===== src/rtl/mdio_bridge_pkg.sv =====
// Package: mdio_bridge_pkg
// Constants of the paged address split and the types shared by the bridge
// and its checker. The split widths are fixed by the clause-22 frame:
// 5-bit PHY and register numbers and 16-bit data.
package mdio_bridge_pkg;

    localparam int MDIO_ADDR_W = 5;
    localparam int HALF_W      = 16;
    localparam int WORD_W      = 2 * HALF_W;
    localparam int WIN_SEL_W   = 3;     // PHY bits that select a word group
    localparam int PAIR_SEL_W  = 4;     // register bits that select a pair
    localparam int BYTE_OFS_W  = 2;     // byte offset dropped for word alignment
    localparam int WIN_TAG_W   = MDIO_ADDR_W - WIN_SEL_W;

    localparam logic [MDIO_ADDR_W-1:0] PAGE_PHY    = 5'h1F;
    localparam logic [MDIO_ADDR_W-1:0] PAGE_REGNUM = 5'h10;
    localparam logic [WIN_TAG_W-1:0]   WIN_TAG     = 2'b10;  // PHY 0x10..0x17

    // Kind of an MDIO access after decoding
    typedef enum logic [1:0] {
        ACC_NONE = 2'd0,
        ACC_PAGE = 2'd1,
        ACC_LOW  = 2'd2,
        ACC_HIGH = 2'd3
    } acc_kind_e;

    // State of the internal bus sequencer
    typedef enum logic {
        SEQ_IDLE = 1'b0,
        SEQ_WAIT = 1'b1
    } seq_state_e;

endpackage


===== src/rtl/mdio_win_decode.sv =====
// Module: mdio_win_decode
// Sorts a decoded MDIO access into page, low-half, high-half or ignored,
// and forms the word-aligned internal byte address from the page and the
// PHY/register numbers. Purely combinational.
// Assumes: the page register is the only decoded register of PHY 0x1F.
module mdio_win_decode
    import mdio_bridge_pkg::*;
#(
    parameter int PAGE_W = 9,
    parameter int ADDR_W = PAGE_W + WIN_SEL_W + PAIR_SEL_W + BYTE_OFS_W
) (
    input  logic [MDIO_ADDR_W-1:0] phy,
    input  logic [MDIO_ADDR_W-1:0] regnum,
    input  logic [PAGE_W-1:0]      page,
    output acc_kind_e              kind,
    output logic [ADDR_W-1:0]      addr
);

    logic in_window;
    logic is_page;

    // Classify the PHY/register pair
    always_comb begin
        in_window = (phy[MDIO_ADDR_W-1:WIN_SEL_W] == WIN_TAG);
        is_page   = (phy == PAGE_PHY) && (regnum == PAGE_REGNUM);
        if (is_page) begin
            kind = ACC_PAGE;
        end else if (in_window && regnum[0]) begin
            kind = ACC_HIGH;
        end else if (in_window) begin
            kind = ACC_LOW;
        end else begin
            kind = ACC_NONE;
        end
    end

    // Assemble page, group select and pair select into a byte address
    always_comb begin
        addr = {page,
                phy[WIN_SEL_W-1:0],
                regnum[PAIR_SEL_W:1],
                {BYTE_OFS_W{1'b0}}};
    end

endmodule


===== src/rtl/mdio_hold_regs.sv =====
// Module: mdio_hold_regs
// Keeps the three values that the 16-bit host side leaves behind between
// transfers: the page, the upper half staged by a high-half write and the
// upper half kept from the last low-half read.
// Assumes: load strobes are single-cycle and already qualified.
module mdio_hold_regs
    import mdio_bridge_pkg::*;
#(
    parameter int PAGE_W = 9
) (
    input  logic              clk,
    input  logic              rst_n,
    input  logic              page_load,
    input  logic              stage_load,
    input  logic [HALF_W-1:0] host_wdata,
    input  logic              hold_load,
    input  logic [HALF_W-1:0] bus_upper,
    output logic [PAGE_W-1:0] page,
    output logic [HALF_W-1:0] staged_hi,
    output logic [HALF_W-1:0] held_hi
);

    // Page value from the page register write
    always_ff @(posedge clk) begin
        if (!rst_n) begin
            page <= '0;
        end else if (page_load) begin
            page <= host_wdata[PAGE_W-1:0];
        end
    end

    // Upper half waiting for its low-half write
    always_ff @(posedge clk) begin
        if (!rst_n) begin
            staged_hi <= '0;
        end else if (stage_load) begin
            staged_hi <= host_wdata;
        end
    end

    // Upper half of the last completed bus read
    always_ff @(posedge clk) begin
        if (!rst_n) begin
            held_hi <= '0;
        end else if (hold_load) begin
            held_hi <= bus_upper;
        end
    end

endmodule


===== src/rtl/mdio_bus_seq.sv =====
// Module: mdio_bus_seq
// Runs one internal bus access at a time with a request/ready handshake.
// The request and its address, direction and data are registered and held
// until ready is seen. A one-cycle pulse marks the completion of a read.
// Assumes: start is only raised while busy is low.
module mdio_bus_seq
    import mdio_bridge_pkg::*;
#(
    parameter int ADDR_W = 18,
    parameter int DATA_W = 32
) (
    input  logic              clk,
    input  logic              rst_n,
    input  logic              start,
    input  logic              start_we,
    input  logic [ADDR_W-1:0] start_addr,
    input  logic [DATA_W-1:0] start_wdata,
    output logic              bus_req,
    output logic              bus_we,
    output logic [ADDR_W-1:0] bus_addr,
    output logic [DATA_W-1:0] bus_wdata,
    input  logic              bus_ready,
    output logic              busy,
    output logic              rd_done
);

    seq_state_e state;

    // Handshake state: idle until started, waiting until ready
    always_ff @(posedge clk) begin
        if (!rst_n) begin
            state <= SEQ_IDLE;
        end else begin
            case (state)
                SEQ_IDLE: if (start)     state <= SEQ_WAIT;
                SEQ_WAIT: if (bus_ready) state <= SEQ_IDLE;
                default:                 state <= SEQ_IDLE;
            endcase
        end
    end

    // Request strobe follows the waiting state
    always_ff @(posedge clk) begin
        if (!rst_n) begin
            bus_req <= 1'b0;
        end else if (state == SEQ_IDLE) begin
            bus_req <= start;
        end else if (bus_ready) begin
            bus_req <= 1'b0;
        end
    end

    // Capture address, direction and data once per access
    always_ff @(posedge clk) begin
        if (!rst_n) begin
            bus_we    <= 1'b0;
            bus_addr  <= '0;
            bus_wdata <= '0;
        end else if (state == SEQ_IDLE && start) begin
            bus_we    <= start_we;
            bus_addr  <= start_addr;
            bus_wdata <= start_wdata;
        end
    end

    // Status to the host side
    always_comb begin
        busy    = (state == SEQ_WAIT);
        rd_done = (state == SEQ_WAIT) && bus_ready && !bus_we;
    end

endmodule


===== src/rtl/mdio_wide_reg_bridge.sv =====
// Module: mdio_wide_reg_bridge
// Bridges decoded 16-bit MDIO accesses onto a 32-bit request/ready
// register bus. A page register supplies the upper address bits, eight PHY
// addresses and even/odd register pairs supply the rest. A high-half write
// is staged and committed by the low-half write. A low-half read fetches the
// whole word and keeps the upper half for the high-half read.
// Assumes: the MDIO framing is decoded upstream. The host writes high then
// low, and reads low then high.
module mdio_wide_reg_bridge
    import mdio_bridge_pkg::*;
#(
    parameter int PAGE_W = 9,
    localparam int ADDR_W = PAGE_W + WIN_SEL_W + PAIR_SEL_W + BYTE_OFS_W,
    localparam int DATA_W = WORD_W
) (
    input  logic                   clk,
    input  logic                   rst_n,
    input  logic                   mdio_req,
    input  logic                   mdio_wr,
    input  logic [MDIO_ADDR_W-1:0] mdio_phy,
    input  logic [MDIO_ADDR_W-1:0] mdio_reg,
    input  logic [HALF_W-1:0]      mdio_wdata,
    output logic                   mdio_rvalid,
    output logic [HALF_W-1:0]      mdio_rdata,
    output logic                   busy,
    output logic                   bus_req,
    output logic                   bus_we,
    output logic [ADDR_W-1:0]      bus_addr,
    output logic [DATA_W-1:0]      bus_wdata,
    input  logic                   bus_ready,
    input  logic [DATA_W-1:0]      bus_rdata
);

    acc_kind_e          kind;
    logic [ADDR_W-1:0]  acc_addr;
    logic [PAGE_W-1:0]  page;
    logic [HALF_W-1:0]  staged_hi;
    logic [HALF_W-1:0]  held_hi;
    logic               accept;
    logic               rd_done;
    logic               start_bus;
    logic [HALF_W-1:0]  page_ext;

    // Accepted request and the derived strobes
    always_comb begin
        accept    = mdio_req && !busy;
        start_bus = accept && (kind == ACC_LOW);
        page_ext  = HALF_W'(page);
    end

    mdio_win_decode #(
        .PAGE_W (PAGE_W),
        .ADDR_W (ADDR_W)
    ) u_decode (
        .phy    (mdio_phy),
        .regnum (mdio_reg),
        .page   (page),
        .kind   (kind),
        .addr   (acc_addr)
    );

    mdio_hold_regs #(
        .PAGE_W (PAGE_W)
    ) u_hold (
        .clk        (clk),
        .rst_n      (rst_n),
        .page_load  (accept && mdio_wr && (kind == ACC_PAGE)),
        .stage_load (accept && mdio_wr && (kind == ACC_HIGH)),
        .host_wdata (mdio_wdata),
        .hold_load  (rd_done),
        .bus_upper  (bus_rdata[DATA_W-1:HALF_W]),
        .page       (page),
        .staged_hi  (staged_hi),
        .held_hi    (held_hi)
    );

    mdio_bus_seq #(
        .ADDR_W (ADDR_W),
        .DATA_W (DATA_W)
    ) u_seq (
        .clk         (clk),
        .rst_n       (rst_n),
        .start       (start_bus),
        .start_we    (mdio_wr),
        .start_addr  (acc_addr),
        .start_wdata ({staged_hi, mdio_wdata}),
        .bus_req     (bus_req),
        .bus_we      (bus_we),
        .bus_addr    (bus_addr),
        .bus_wdata   (bus_wdata),
        .bus_ready   (bus_ready),
        .busy        (busy),
        .rd_done     (rd_done)
    );

    // Read response: bus low half, page, held upper half or zero
    always_ff @(posedge clk) begin
        if (!rst_n) begin
            mdio_rvalid <= 1'b0;
            mdio_rdata  <= '0;
        end else begin
            mdio_rvalid <= 1'b0;
            if (rd_done) begin
                mdio_rvalid <= 1'b1;
                mdio_rdata  <= bus_rdata[HALF_W-1:0];
            end else if (accept && !mdio_wr && (kind != ACC_LOW)) begin
                mdio_rvalid <= 1'b1;
                case (kind)
                    ACC_PAGE: mdio_rdata <= page_ext;
                    ACC_HIGH: mdio_rdata <= held_hi;
                    default:  mdio_rdata <= '0;
                endcase
            end
        end
    end

endmodule


===== config.mk =====
export PLATFORM = sky130hd
export DESIGN_NAME = mdio_wide_reg_bridge
export DESIGN_NICKNAME = d
export VERILOG_FILES = /design/src/rtl/mdio_bridge_pkg.sv /design/src/rtl/mdio_win_decode.sv /design/src/rtl/mdio_hold_regs.sv /design/src/rtl/mdio_bus_seq.sv /design/src/rtl/mdio_wide_reg_bridge.sv
export SDC_FILE = /design/constraint.sdc
export NUM_CORES = 1
export LEC_CHECK = 0
export ABC_AREA = 1
export BUFFER_PORTS_ARGS = -buffer_cell sky130_fd_sc_hd__buf_2
export CORE_MARGIN = 2
export CORE_UTILIZATION = 40
export DETAILED_ROUTE_END_ITERATION = 12
export PLACE_DENSITY_LB_ADDON = 0.3
export SLEW_MARGIN = 20
export SYNTH_ARGS = -nofsm -noshare
export SYNTH_HDL_FRONTEND = slang
export SYNTH_SLANG_ARGS = --single-unit

===== constraint.sdc =====
create_clock -name clk -period 1.7 [get_ports clk]
set_input_delay 0.085 -clock clk [delete_from_list [all_inputs] [get_ports clk]]
set_output_delay 0.085 -clock clk [all_outputs]
set_load 0.005 [all_outputs]

[Word level (Yosys, flattened, before mapping)]
Index checks and enable logic that the tools add are counted.
Word-level totals
  output and inout bits: 70
  word-level logic and storage cells: 48
  input port bits: 63
  bits in registers: 109
Cells by class
  bitwise operators: 1
  eq/ne operators: 8
  mux-type cells: 13
  reduce and logical (&&, ||, !) cells: 16
Operators with widths (count)
  two-way mux 16 bit: 2
  one-hot mux 16 bit (2 select lines): 1
  logical AND 1 bit: 12
  equality test 5 bit, second input constant: 2
  equality test 2 bit, second input constant: 3
  two-way mux 1 bit: 6
  two-way mux 2 bit: 3
  != test 2 bit, second input constant: 2
  zero test 1 bit: 3
  equality test 2 x 1 -> 1 bit, second input constant: 1
  one-hot mux 1 bit (2 select lines): 1
  nonzero test 2 bit: 1
  inverter 1 bit: 1

[Logic depth before layout (Yosys ltp)]
  word-level depth: 8
  depth in mapped cells: 9
  mapped depth without buffers: 9

[Cells and area by module]
A second synthesis with hierarchy kept.
Unflattened totals
  cells, all modules: 789
  area, all modules: 5251.3 µm²
Modules (own cells, without submodules)
  mdio_bus_seq: area each 2304.7 µm², cells an instance 341, seq. area each 1061.0 µm², times used 1
  mdio_hold_regs: area each 1729.2 µm², cells an instance 250, seq. area each 820.8 µm², times used 1
  mdio_wide_reg_bridge: area each 1024.7 µm², cells an instance 165, seq. area each 340.3 µm², times used 1
  mdio_win_decode: area each 192.7 µm², cells an instance 33, seq. area each 0.0 µm², times used 1

[Worst setup path before layout]
No wires, ideal clock.
  kind: reg2reg
  from: reg u_seq.state (netlist: u_seq.busy)
  to: reg mdio_rdata[6]
  slack: 0.435 ns
  library setup time: 0.113 ns
  required time: 1.587 ns
  data arrival time: 1.152 ns
  path buffers: 1
  period minus slack after synthesis: 1.265 ns
  stages on the path, launching flop included: 8
  cells stage by stage: dfxtp_1 -> nand2_1 -> nor2_4 -> inv_2 -> buf_6 -> or2_0 -> nand3_1 -> nand2_1
On the way
  cells in the longest elaborated chain, start to end: 5
  elaborated cells on any way between the ends: 8
  those cells by class: mux (1); reduce/logical (7)
Ends and longest elaborated chain
  from (decl): RTL line mdio_bus_seq.sv:27  | seq_state_e state;
  from (signal assigned): RTL line mdio_bus_seq.sv:32  | state <= SEQ_IDLE;
  from (signal assigned): RTL line mdio_bus_seq.sv:35  | SEQ_IDLE: if (start) state <= SEQ_WAIT;
  from (signal assigned): RTL line mdio_bus_seq.sv:36  | SEQ_WAIT: if (bus_ready) state <= SEQ_IDLE;
  zero test 1 bit: RTL line mdio_wide_reg_bridge.sv:46  | accept = mdio_req && !busy;
  logical AND 1 bit: RTL line mdio_wide_reg_bridge.sv:46
  logical AND 1 bit (2 in series): RTL line mdio_wide_reg_bridge.sv:106  | end else if (accept && !mdio_wr && (kind != ACC_LOW)) begin
  nonzero test 2 bit (no line)
  to (signal assigned): RTL line mdio_wide_reg_bridge.sv:105  | mdio_rdata <= bus_rdata[HALF_W-1:0];
  to (signal assigned): RTL line mdio_wide_reg_bridge.sv:109  | ACC_PAGE: mdio_rdata <= page_ext;
  to (signal assigned): RTL line mdio_wide_reg_bridge.sv:110  | ACC_HIGH: mdio_rdata <= held_hi;
  to (decl): RTL line mdio_wide_reg_bridge.sv:24  | output logic [HALF_W-1:0] mdio_rdata,
Parallel ways exist; a longest one is shown, timed or not.
A chain may end at the register's enable or synchronous reset.

[Final worst setup path]
  from: reg u_seq.state (netlist: u_seq.busy)
  to: reg u_hold.staged_hi[1]
On the way
  cells in the longest elaborated chain, start to end: 4
Ends and longest elaborated chain
  zero test 1 bit: RTL line mdio_wide_reg_bridge.sv:46
  logical AND 1 bit: RTL line mdio_wide_reg_bridge.sv:46
  logical AND 1 bit (2 in series): RTL line mdio_wide_reg_bridge.sv:68  | .stage_load (accept && mdio_wr && (kind == ACC_HIGH)),
  to (signal assigned): RTL line mdio_hold_regs.sv:37  | staged_hi <= host_wdata;
  to (decl): RTL line mdio_hold_regs.sv:19  | output logic [HALF_W-1:0] staged_hi,
No other way between the ends.

==> results.py <==
metrics = {
    "critical_path": {
        "end_kind": "register",
        "cp_max_fo": 12,
        "slowest_delay_ps": 370,
        "path_buf_inv": 1,
        "crit_type": "reg -> reg",
        "cpMostUsedCell": "nor2_4",
        "startpoint": "u_seq.busy",
        "worst_setup_path_start_kind": "register",
        "cp.required_ps": 1990,
        "regToRegStartpoint": "u_seq.busy",
        "cp.arrival_ps": 1770,
        "path_cells": "nor2_4, nand2_2, nor2_4, buf_4, o21ai_0, a21oi_1",
        "slowest_stage": "dfxtp_1",
        "crit_family": "simple AND/OR/NAND/NOR gates",
    },
    "routing": {
        "ant_nets": 0,
        "vias": 4205,
        "finalWirelength_um": 11400,
        "drt_iter0_drc": 364,
        "dr.pass1.iters": 6,
        "wl_per_cell_um": 13.4,
        "drc": 0,
        "vias_per_cell": 4.94,
    },
    "synth": {
        "netlist.area_leader.share": 0.516,
        "async_flop_share": 0,
        "synth_compound_area_frac": 0.137,
        "synth-simple-area-share": 0.282,
        "synthCells": 557,
        "ys_seq_elements": 109,
        "ys_seq_area_frac": 0.516,
        "ys_top_cells_by_area": "dfxtp_1 (52%), nor2_1 (12%), o21ai_0 (8.7%), nand2_1 (5.6%), nand3_1 (4.3%)",
        "synth_fa_ha_area_frac": 0,
        "syn_area_um2": 4230,
        "syn_avg_cell_area_um2": 7.60,
        "yosysUniqueCellTypes": 29,
        "ys_warn_count": 0,
        "muxShareOfSynthArea": 0,
        "yosysTopAreaCell": "dfxtp_1",
        "synth_xor_area_frac": 0,
        "synth_flop_cell": "dfxtp_1",
        "yosysMostFrequentCell": "nor2_1",
        "synth_edf_count": 0,
        "synth_top_family_by_area": "simple AND/OR/NAND/NOR gates",
        "synth_commonest_cells": "nor2_1 (140), dfxtp_1 (109), o21ai_0 (74)",
    },
    "global_routing": {
        "antenna_found_initial": 0,
        "grt_use_total": 0.201,
        "grt_max_degree": 83,
        "grt_pass1_wl_um": 18700,
        "grt_use_met3": 0.0371,
        "met1_usage": 0.260,
        "busiest_layer": "met2",
        "grt_use_met2": 0.338,
        "grt_pass1_vias": 4036,
        "grt-ovfl-total": 0,
    },
    "timing": {
        "hold_viol_final": 0,
        "finalCritPeriodShare": 0.871,
        "maxSlewViolCount": 0,
        "hold_ws_ps": 18.1,
        "layout_min_cycle_time_ps": 1480,
        "slew_headroom": 0.587,
        "tightest_slew_ps": 619,
        "timing.setup.tns_ps": 0,
        "finClkSkew_ps": 14.6,
        "grt_setup_unrepaired": "no",
        "setup_violations": 0,
        "max_freq_ghz": 0.676,
    },
    "hold_path": {
        "hold_path_class": "in -> reg",
        "holdCritStartpoint": "mdio_phy[0]",
    },
    "die": {
        "io_pins": 133,
        "die_area_um2": 11400,
        "coreArea_um2": 10300,
        "die_x_um": 107,
        "fp-row-count": 37,
        "die_h_um": 107,
        "start_util": 0.412,
    },
    "place": {
        "dp_hpwl_um": 7910,
        "gp_congestion": 0.864,
        "io_buffers": 130,
    },
    "power_and_ir_drop": {
        "peakVddDrop_uv": 429,
        "p_leak_nw": 2.73,
        "power_density_nw_per_um2": 839,
    },
    "clocking": {
        "clock_latency_ps": 370,
        "clk_pin_slew_worst_paths_ps": 100,
        "clockRootBuffer": "clkbuf_8",
        "cts_tree": "built",
        "clock_path_buffers": 2,
        "cts_buffers": 9,
        "cts-htree-levels": 3,
        "clkSinkCount": 109,
    },
    "run_status": {
        "status": "finished, final reports clean",
    },
    "run": {
        "maxCapViolCount": 0,
    },
    "final_layout": {
        "final_layout_size_suffix_gt1_frac": 0.241,
        "syn_to_final_growth_pct": 30.9,
        "nets": 773,
        "antenna_cells": 0,
    },
}
-- power by group --
part	internal [mW]	switching, mW
registers	2.62	0.0321
clock network	0.614	0.940
logic	0.206	0.243
-- worst paths after layout --
check | to | slack [ps] | cells past startpoint
max | u_hold.staged_hi[1] | 220 | 6
min | u_seq.bus_addr[6] | 20 | 3
max reg2reg | u_hold.staged_hi[1] | 220 | 6
min reg2reg | u_hold.held_hi[14] | 480 | 2
-- final cells by class --
type                            count  area [um^2]
Tap cell                          136          170
Timing Repair Buffer              171         1080
Inverter                           32          120
Sequential cell                   109         2180
Clock inverter                      6         67.6
Clock buffer                       10          138
Multi-Input combinational cell    387         1780
Fill cell                         996         4730
-- per-layer routing --
metal,part of all wire,vias to the layer above
li1,-,2111
met1,0.46,1942
met2,0.48,140
met3,0.051,12
met4,0.015,0
met5,0,-
-- sequential cells by signal (all words and copies together) (netlist names) --
signal            flops
u_seq.bus_req         1
u_seq.busy            1
u_seq.bus_addr       16
u_hold.page           9
u_seq.bus_wdata      32
u_hold.staged_hi     16
u_hold.held_hi       16
mdio_rvalid           1
mdio_rdata           16
u_seq.bus_we          1
-- stage by stage --
step / utilization / power, mW / instance area [um^2] / cells / setup slack (ps)
CTS: 0.539 / 4.69 / 5540 / 851 / 202
floorplan: - / 2.90 / 4240 / 558 / 435
detailed placement: 0.486 / 3.09 / 5000 / 801 / 231
global route: 0.539 / 4.85 / 5540 / 851 / 49.7
global placement: 0.486 / 3.08 / 5000 / 801 / 263
finish: 0.539 / 4.65 / 5540 / 851 / 220
-- cells by family (layout without fill, tap and decap cells) --
logic type	Yosys count	in the layout
buffers and inverters	62	219
AOI/OAI and AO/OA	113	113
DFF	109	109
other	1	2
and+or+nand+nor	272	272
-- tightest hold or removal path, delay by kind of cell --
family / cells / cell delay, ps
buffers and inverters: 2 / 190
AOI/OAI and AO/OA: 1 / 60
-- cell usage in the layout (no fill, tap or decap), types with 3 or more instances in the layout --
cell,Yosys,final
a21oi_1,30,30
clkbuf_8,0,10
buf_2,12,130
dlygate4sd3_1,0,34
o21ai_0,74,74
nor2_2,3,3
nand3_1,36,36
a31oi_1,6,6
inv_2,4,4
nand4_1,11,11
dfxtp_1,109,109
nor2_4,5,5
nand2_1,63,63
inv_1,26,26
nor2_1,140,140
buf_12,0,3
buf_4,4,4
or2_1,5,5
-- what timing repair did --
action / CTS / global route
resized for setup: 0 / 0
setup buffers: 0 / 0
endpoints found under the hold margin: 41 / 0
hold buffers: 34 / 0
Power figures use the tool's default switching activity.
